===== config.mk =====
export PLATFORM = sky130hd
export DESIGN_NAME = refresh_sequencer
export DESIGN_NICKNAME = d
export VERILOG_FILES = /design/src/rtl/refseq_pkg.sv /design/src/rtl/refseq_timer.sv /design/src/rtl/refseq_rows.sv /design/src/rtl/refseq_ctrl.sv /design/src/rtl/refresh_sequencer.sv
export SDC_FILE = /design/constraint.sdc
export NUM_CORES = 1
export LEC_CHECK = 0
export ABC_CLOCK_PERIOD_IN_PS = 2600
export BUFFER_PORTS_ARGS = -buffer_cell sky130_fd_sc_hd__buf_4
export CAP_MARGIN = 10
export CORE_UTILIZATION = 55
export DETAILED_ROUTE_END_ITERATION = 16
export PLACE_DENSITY = 0.82
export SLEW_MARGIN = 25
export SYNTH_ARGS = -nofsm -noshare
export SYNTH_HDL_FRONTEND = slang
export SYNTH_SLANG_ARGS = --single-unit

===== constraint.sdc =====
create_clock -name clk -period 2.6 [get_ports clk]
set_input_delay 0.13 -clock clk [delete_from_list [all_inputs] [get_ports clk]]
set_output_delay 0.13 -clock clk [all_outputs]
set_load 0.01 [all_outputs]

===== src/rtl/refseq_pkg.sv =====
package refseq_pkg;

    typedef enum logic [2:0] {
        ST_IDLE,
        ST_DRAIN,
        ST_REF,
        ST_SELF,
        ST_EXIT
    } seq_state_e;

    typedef enum logic {
        RM_SPREAD = 1'b0,
        RM_BURST  = 1'b1
    } ref_mode_e;

    typedef struct packed {
        logic pending;
        logic burst;
    } due_t;

    function automatic int unsigned idx_w(input int unsigned n);
        return (n > 1) ? $clog2(n) : 1;
    endfunction

endpackage


===== src/rtl/refseq_timer.sv =====
module refseq_timer
    import refseq_pkg::*;
#(
    parameter int unsigned ROWS   = 8,
    parameter int unsigned PERIOD = 256
) (
    input  logic clk,
    input  logic rst,
    input  logic run,
    input  logic clr,
    output logic slot_due,
    output logic period_due
);
    localparam int unsigned SLOT = PERIOD / ROWS;
    localparam int unsigned SW   = idx_w(SLOT);
    localparam int unsigned PW   = idx_w(ROWS);

    logic [SW-1:0] slot_cnt;
    logic [PW-1:0] slot_idx;

    assign slot_due   = run && (slot_cnt == SW'(SLOT - 1));
    assign period_due = slot_due && (slot_idx == PW'(ROWS - 1));

    always_ff @(posedge clk) begin
        if (rst || clr) begin
            slot_cnt <= '0;
            slot_idx <= '0;
        end else if (run) begin
            if (slot_due) begin
                slot_cnt <= '0;
                slot_idx <= (slot_idx == PW'(ROWS - 1)) ? '0 : slot_idx + 1'b1;
            end else begin
                slot_cnt <= slot_cnt + 1'b1;
            end
        end
    end

endmodule


===== src/rtl/refseq_rows.sv =====
module refseq_rows
    import refseq_pkg::*;
#(
    parameter int unsigned ROWS = 8
) (
    input  logic                     clk,
    input  logic                     rst,
    input  logic                     step,
    input  logic                     burst,
    output logic [idx_w(ROWS)-1:0]   row,
    output logic                     run_done
);
    localparam int unsigned RW = idx_w(ROWS);

    logic [RW-1:0] run_cnt;

    assign run_done = step && (!burst || (run_cnt == RW'(ROWS - 1)));

    always_ff @(posedge clk) begin
        if (rst) begin
            row     <= '0;
            run_cnt <= '0;
        end else begin
            if (step) begin
                row <= (row == RW'(ROWS - 1)) ? '0 : row + 1'b1;
            end
            if (step && burst && !run_done) begin
                run_cnt <= run_cnt + 1'b1;
            end else begin
                run_cnt <= '0;
            end
        end
    end

endmodule


===== src/rtl/refseq_ctrl.sv =====
module refseq_ctrl
    import refseq_pkg::*;
#(
    parameter int unsigned EXIT_DLY = 6
) (
    input  logic      clk,
    input  logic      rst,
    input  ref_mode_e mode,
    input  logic      sr_req,
    input  logic      acc_busy,
    input  logic      slot_due,
    input  logic      period_due,
    input  logic      run_done,
    output logic      acc_gnt,
    output logic      ref_valid,
    output logic      ref_burst,
    output logic      sr_on,
    output logic      tmr_run,
    output logic      tmr_clr
);
    localparam int unsigned XW = idx_w(EXIT_DLY);

    seq_state_e    state;
    due_t          due;
    logic [XW-1:0] exit_cnt;
    logic          due_now;

    assign due_now   = (mode == RM_BURST) ? period_due : slot_due;
    assign acc_gnt   = (state == ST_IDLE);
    assign ref_valid = (state == ST_REF);
    assign sr_on     = (state == ST_SELF);
    assign tmr_run   = (state == ST_IDLE) || (state == ST_DRAIN) || (state == ST_REF);
    assign tmr_clr   = (state == ST_SELF);

    always_ff @(posedge clk) begin
        if (rst) begin
            state     <= ST_IDLE;
            due       <= '0;
            exit_cnt  <= '0;
            ref_burst <= 1'b0;
        end else begin
            if (due_now && !due.pending) begin
                due.pending <= 1'b1;
                due.burst   <= (mode == RM_BURST);
            end
            case (state)
                ST_IDLE: begin
                    if (due.pending || sr_req) state <= ST_DRAIN;
                end
                ST_DRAIN: begin
                    if (!acc_busy) begin
                        if (due.pending) begin
                            state       <= ST_REF;
                            ref_burst   <= due.burst;
                            due.pending <= 1'b0;
                        end else if (sr_req) begin
                            state <= ST_SELF;
                        end else begin
                            state <= ST_IDLE;
                        end
                    end
                end
                ST_REF: begin
                    if (run_done) state <= ST_IDLE;
                end
                ST_SELF: begin
                    due <= '0;
                    if (!sr_req) begin
                        state    <= ST_EXIT;
                        exit_cnt <= '0;
                    end
                end
                ST_EXIT: begin
                    due <= '0;
                    if (exit_cnt == XW'(EXIT_DLY - 1)) state <= ST_IDLE;
                    else exit_cnt <= exit_cnt + 1'b1;
                end
                default: state <= ST_IDLE;
            endcase
        end
    end

    AST_REF_AFTER_DRAIN: assert property (@(posedge clk) disable iff (rst)
        $rose(ref_valid) |-> !$past(acc_busy));

    AST_EXIT_HOLD: assert property (@(posedge clk) disable iff (rst)
        $fell(sr_on) |-> !acc_gnt);

endmodule


===== src/rtl/refresh_sequencer.sv =====
module refresh_sequencer
    import refseq_pkg::*;
#(
    parameter int unsigned ROWS     = 8,
    parameter int unsigned PERIOD   = 256,
    parameter int unsigned EXIT_DLY = 6
) (
    input  logic                   clk,
    input  logic                   rst,
    input  logic                   mode_sel,
    input  logic                   sr_req,
    input  logic                   acc_busy,
    output logic                   acc_gnt,
    output logic                   ref_valid,
    output logic [idx_w(ROWS)-1:0] ref_row,
    output logic                   sr_on
);
    localparam int unsigned RW = idx_w(ROWS);
    localparam int unsigned LW = idx_w(ROWS + 1);

    logic slot_due, period_due, run_done, ref_burst, tmr_run, tmr_clr;

    refseq_timer #(.ROWS(ROWS), .PERIOD(PERIOD)) u_timer (
        .clk        (clk),
        .rst        (rst),
        .run        (tmr_run),
        .clr        (tmr_clr),
        .slot_due   (slot_due),
        .period_due (period_due)
    );

    refseq_rows #(.ROWS(ROWS)) u_rows (
        .clk      (clk),
        .rst      (rst),
        .step     (ref_valid),
        .burst    (ref_burst),
        .row      (ref_row),
        .run_done (run_done)
    );

    refseq_ctrl #(.EXIT_DLY(EXIT_DLY)) u_ctrl (
        .clk        (clk),
        .rst        (rst),
        .mode       (ref_mode_e'(mode_sel)),
        .sr_req     (sr_req),
        .acc_busy   (acc_busy),
        .slot_due   (slot_due),
        .period_due (period_due),
        .run_done   (run_done),
        .acc_gnt    (acc_gnt),
        .ref_valid  (ref_valid),
        .ref_burst  (ref_burst),
        .sr_on      (sr_on),
        .tmr_run    (tmr_run),
        .tmr_clr    (tmr_clr)
    );

    // consecutive refresh cycles seen so far, for the run-length check
    logic [LW-1:0] run_len;
    always_ff @(posedge clk) begin
        if (rst) run_len <= '0;
        else     run_len <= ref_valid ? run_len + 1'b1 : '0;
    end

    AST_ROW_STEP: assert property (@(posedge clk) disable iff (rst)
        ref_valid |=> ref_row == (($past(ref_row) == RW'(ROWS - 1)) ? '0 : RW'($past(ref_row) + 1'b1)));

    AST_ROW_HOLD: assert property (@(posedge clk) disable iff (rst)
        !ref_valid |=> $stable(ref_row));

    AST_BURST_LEN: assert property (@(posedge clk) disable iff (rst)
        ref_valid |-> (run_len < LW'(ROWS)));

    AST_GNT_REF: assert property (@(posedge clk) disable iff (rst)
        ref_valid |-> !acc_gnt);

endmodule


### Word-level counts from Yosys, hierarchy flattened

Cells that the tools add are included.

* add/subtract/negate cells: 5
* $mul: 0
* div/mod/pow operators: 0
* $lt $le $gt $ge: 0
* equal/unequal tests: 15
* shift operators: 0
* muxes and demuxes: 19
* bitwise operators: 2
* reductions and logical operators: 23

Operators with widths (count)
* two-way mux 3 bit: 9
* == test 3 bit (second input constant): 5
* one-hot mux 3 bit (5 select lines): 1
* adder 3 x 1 -> 3 bit (second input constant): 4
* inequality test 2 bit (second input constant): 4
* == test 3 x 2 -> 1 bit (second input constant): 2
* logical AND 1 bit: 6
* two-way mux 2 bit: 3
* one-hot mux 3 bit (2 select lines): 1
* AND reduction 3 bit: 2
* adder 5 x 1 -> 5 bit (second input constant): 1
* == test 5 bit (second input constant): 1
* logical OR 1 bit: 5
* two-way mux 5 bit: 1
* AND reduction 5 bit: 1
* inequality test 2 x 1 -> 1 bit (second input constant): 2
* OR reduction 2 bit: 2
* == test 3 x 1 -> 1 bit (second input constant): 1
* zero test 1 bit: 3
* zero test 3 bit: 1
* two-way mux 1 bit: 3
* OR reduction 3 bit: 1
* inverter 1 bit: 2
* one-hot mux 1 bit (2 select lines): 1
* other kinds (2): 2

* register bits after elaboration: 23
* latch bits: 0
* memory bits (writable): 0
* memory bits (read-only): 0
* logic and storage cells: 73
* memories kept: 0

### Longest topological paths before layout

* word-level depth: 11
* mapped depth: 6
* mapped depth without buffers: 6

### Cells and area by module

Synthesis repeated with hierarchy kept, for this count alone.

* cells, all modules: 125
* area, all modules: 1198.6 um^2

Modules (own cells, without submodules)
* refseq_ctrl: instances 1, cells an instance 62, area each 539.3 um^2
* refseq_timer: instances 1, cells an instance 39, area each 390.4 um^2
* refseq_rows: instances 1, cells an instance 24, area each 269.0 um^2

### Least setup slack after synthesis

No wires, ideal clock.

* kind: register to register
* start point: register u_timer.slot_cnt[0]
* end point: register u_timer.slot_idx[0]
* setup time: 0.070 ns
* arrival time: 1.728 ns
* data required time: 2.530 ns
* setup slack: 0.801 ns
* stages on the path, launching flop included: 7
* path buffers: 0
* period minus slack after synthesis: 1.799 ns
* path through: dfxtp_1 -> ha_1 -> and3_1 -> ha_1 -> a21boi_1 -> or4b_1 -> a21oi_1

* word-level cells in the longest chain between the ends: 3

Ends and longest elaborated chain
* from (decl): line refseq_timer.sv:18 `logic [SW-1:0] slot_cnt;`
* from (signal assigned): line refseq_timer.sv:33 `slot_cnt <= slot_cnt + 1'b1;`
* == test 5 bit: line refseq_timer.sv:21 `assign slot_due = run && (slot_cnt == SW'(SLOT - 1));`
* logical AND 1 bit: line refseq_timer.sv:21
* AND reduction 2 bit (no line)
* to (signal assigned): line refseq_timer.sv:31 `slot_idx <= (slot_idx == PW'(ROWS - 1)) ? '0 : slot_idx + 1'b1;`
* to (decl): line refseq_timer.sv:19 `logic [PW-1:0] slot_idx;`

No other way between the ends.
A chain may end at the register's enable or synchronous reset.

### Worst setup path after layout

Ends and elaborated chain as after synthesis.

==> summary.md <==
| Metric | Value |
|---|---|
| Setup ws final | `0.522 ns` |
| M2 GR Usage | `0.347` |
| CP max stage delay | `0.47 ns` |
| Vias in the first global route | `914` |
| PwrDens | `446 nW/um2` |
| M1 GR Usage | `0.262` |
| Clock tree from TritonCTS | `yes` |
| Finish-stage setup viols | `0` |
| Routed Antenna Nets | `0` |
| Drt total wl | `2270 um` |
| Synth top area cells | `dfxtp_1 39%, ha_1 11%, a21oi_1 5.0%, nand3b_1 3.8%, mux2i_1 2.5%` |
| Total track usage | `0.211` |
| Most Crowded Layer GR | `met2` |
| Leading area contributor after synthesis | `dfxtp_1` |
| Dpl cell area | `1270 um2` |
| Synth top area share | `0.387` |
| Status | `complete, no violations` |
| Worst hold slack | `0.0883 ns` |
| CTS resizes | `0` |
| Chip Width | `48.5 um` |
| Num CTS Buffers | `3` |
| Pre-CTS setup slack | `0.572 ns` |
| Worst Path Buf+Inv | `0` |
| Synth cell types | `39` |
| Setup Skew | `0.00596 ns` |
| Max stage delay cell, worst path | `or4b_1` |
| Synth Register Bits | `23` |
| Crit-path cells | `ha_1, and3_1, ha_1, a21boi_1, or4b_1, a21oi_1` |
| Period utilisation layout | `0.799` |
| DR WL/cell | `14.1 um` |
| Worst setup path class | `reg2reg` |
| Crit path DAT | `2.33 ns` |
| Layout area overhead | `9.04%` |
| HPWL Detailed | `1530 um` |
| Via density | `5.99` |
| Initial Utilization | `0.594` |
| Setup TNS | `0 ns` |
| Final Hold Vio Count | `0` |
| Share of cells above drive strength 1 | `0.142` |
| Remaining global-route overflow | `0` |
| Root buf cell | `clkbuf_4` |
| Setup bufs post-CTS | `0` |
| Critical path's most frequent cell | `ha_1` |
| Drt first pass iters | `4` |
| Finished Cell Area | `1300 um2` |
| Die area | `2350 um2` |
| Post-Syn Area | `1190 um2` |
| Worst slew pin tran | `0.524 ns` |
| Max Cap Viol | `0` |
| RSZ-0062 raised after global routing | `no` |
| Highest clock rate | `481 MHz` |
| Worst Path Required | `2.85 ns` |
| Hold buffer count at CTS | `0` |
| DRC | `0` |
| Antenna Diode Count | `0` |
| Final Core Density | `0.648` |
| Buffers on Ports | `10` |
| Routing usage on met3 | `0.0346` |
| Worst IR drop on VDD | `362 uV` |
| CP max FO | `6` |
| Largest net degree at the start of global routing | `26` |
| Die height | `48.5 um` |
| Sequential area share after synthesis | `0.387` |
| Placement Rows | `16` |
| Final Critical Period | `2.08 ns` |
| Leak | `0.500 nW` |
| First-pass GRT wire length | `3850 um` |
| Antenna violations before repair | `0` |
| Worst setup EP type | `register` |
| Nets | `150` |
| Vias post-DR | `965` |
| Hold Crit Class | `in2reg` |
| Mapped Cells | `126` |
| Initial DRC count | `26` |
| Clock transition at path regs | `0.13 ns` |
| Core area | `2000 um2` |
| Synth Warn # | `0` |
| Skew-Pair Late Insertion Delay | `0.31 ns` |
| Max Transition Viols Final | `0` |
| H-tree depth | `1` |
| R2r setup slk | `0.52 ns` |
| Cell family with most CP delay | `simple AND/OR/NAND/NOR gates` |
| Synth Net Count | `141` |
| Routability cong. | `0.749` |
| Sink Count | `23` |
| Ports | `11` |
| Mean Syn Cell Area | `9.44 um2` |
| CTS max path bufs | `2` |
| CP Launch Type | `register` |
| Max-slew headroom | `0.650` |
[worst paths after layout]
kind | startpoint | endpoint | cells past startpoint
setup / recovery | u_timer.slot_cnt[0] | u_timer.slot_idx[0] | 6
hold / removal | acc_busy | u_ctrl.ref_burst | 3
setup reg to reg | u_timer.slot_cnt[0] | u_timer.slot_idx[0] | 6
hold reg to reg | u_rows.run_cnt[0] | u_rows.run_cnt[0] | 1
[metal layers]
| layer | up-vias | part of all wire |
|---|---|---|
| li1 | 481 | - |
| met2 | 25 | 0.44 |
| met3 | 5 | 0.038 |
| met5 | - | 0 |
| met1 | 454 | 0.50 |
| met4 | 0 | 0.021 |
[flip-flops by register name (all words and copies together), names as in the netlist]
| name | cells |
|---|---|
| u_rows.run_cnt | 3 |
| u_ctrl.ref_burst | 1 |
| u_timer.slot_cnt | 5 |
| u_ctrl.due | 2 |
| u_ctrl.state | 3 |
| u_rows.row | 3 |
| u_timer.slot_idx | 3 |
| u_ctrl.exit_cnt | 3 |
[power by group]
| group | total, mW | internal, mW | leakage, nW | switching [mW] |
|---|---|---|---|---|
| Clock | 0.165 | 0.0576 | 0.0177 | 0.108 |
| Sequential | 0.371 | 0.359 | 0.186 | 0.0120 |
| Combinational | 0.0421 | 0.0208 | 0.296 | 0.0213 |
| Total | 0.579 | 0.438 | 0.500 | 0.141 |
[cells in the mapped netlist]
master,number
nand3b_1,6
nand3_1,2
nand4bb_1,2
nor4b_1,2
nor2_1,7
or4b_1,2
or3_1,1
nand2_1,4
o221a_2,1
a41oi_1,1
ha_1,10
nor3_1,2
o21a_1,1
buf_4,2
mux2i_1,3
o21ai_0,5
a21boi_0,1
o21ba_2,1
a2111o_1,1
nand2b_1,3
clkbuf_1,3
nor3b_1,2
nor3b_4,1
or3b_1,1
a211oi_1,3
a21boi_1,1
o211ai_1,1
a31oi_1,2
and2_1,3
nor4_1,1
or3b_4,1
dfxtp_1,23
o31ai_1,2
inv_1,5
a21oi_1,12
o221ai_1,2
and3_1,1
buf_2,2
nor2b_1,3
[metrics by stage]
| step | power, mW | std cells |
|---|---|---|
| after floorplan | 0.405 | 126 |
| final | 0.579 | 161 |
| after CTS | 0.586 | 161 |
| after global routing | 0.604 | 161 |
| after detailed placement | 0.419 | 157 |
| after global placement | 0.417 | 157 |
[cell type report]
cell class	instances	area, um2
Fill cell	176	704
Timing Repair Buffer	11	82.6
Sequential cell	23	460
Tap cell	27	33.8
Inverter	5	18.8
Multi-Input combinational cell	91	674
Clock buffer	3	22.5
Clock inverter	1	5.00
[placed cells by master, fill, tap and decap left out, types with 3 or more instances in the layout]
cell      count
nor2_1        7
ha_1         10
o21ai_0       5
mux2i_1       3
nand3b_1      6
a211oi_1      3
buf_4        11
and2_1        3
nor2b_1       3
nand2b_1      3
a21oi_1      12
inv_1         5
clkbuf_4      3
nand2_1       4
dfxtp_1      23
[tightest hold or removal path, cell delays in order]
cell and delay (ns):
buf_4 0.09, or4b_1 0.10, a21oi_1 0.05
[cell families (layout without fill, tap and decap cells)]
group / after synthesis / count (layout) / share of synthesized area
muxes: 3 / 3 / 0.0252
and+or+nand+nor: 44 / 44 / 0.248
adders and majority gates: 10 / 10 / 0.105
buffers and inverters: 12 / 20 / 0.0463
DFF: 23 / 23 / 0.387
AOI/OAI and AO/OA: 34 / 34 / 0.188
(Power assumes the default switching activity.)
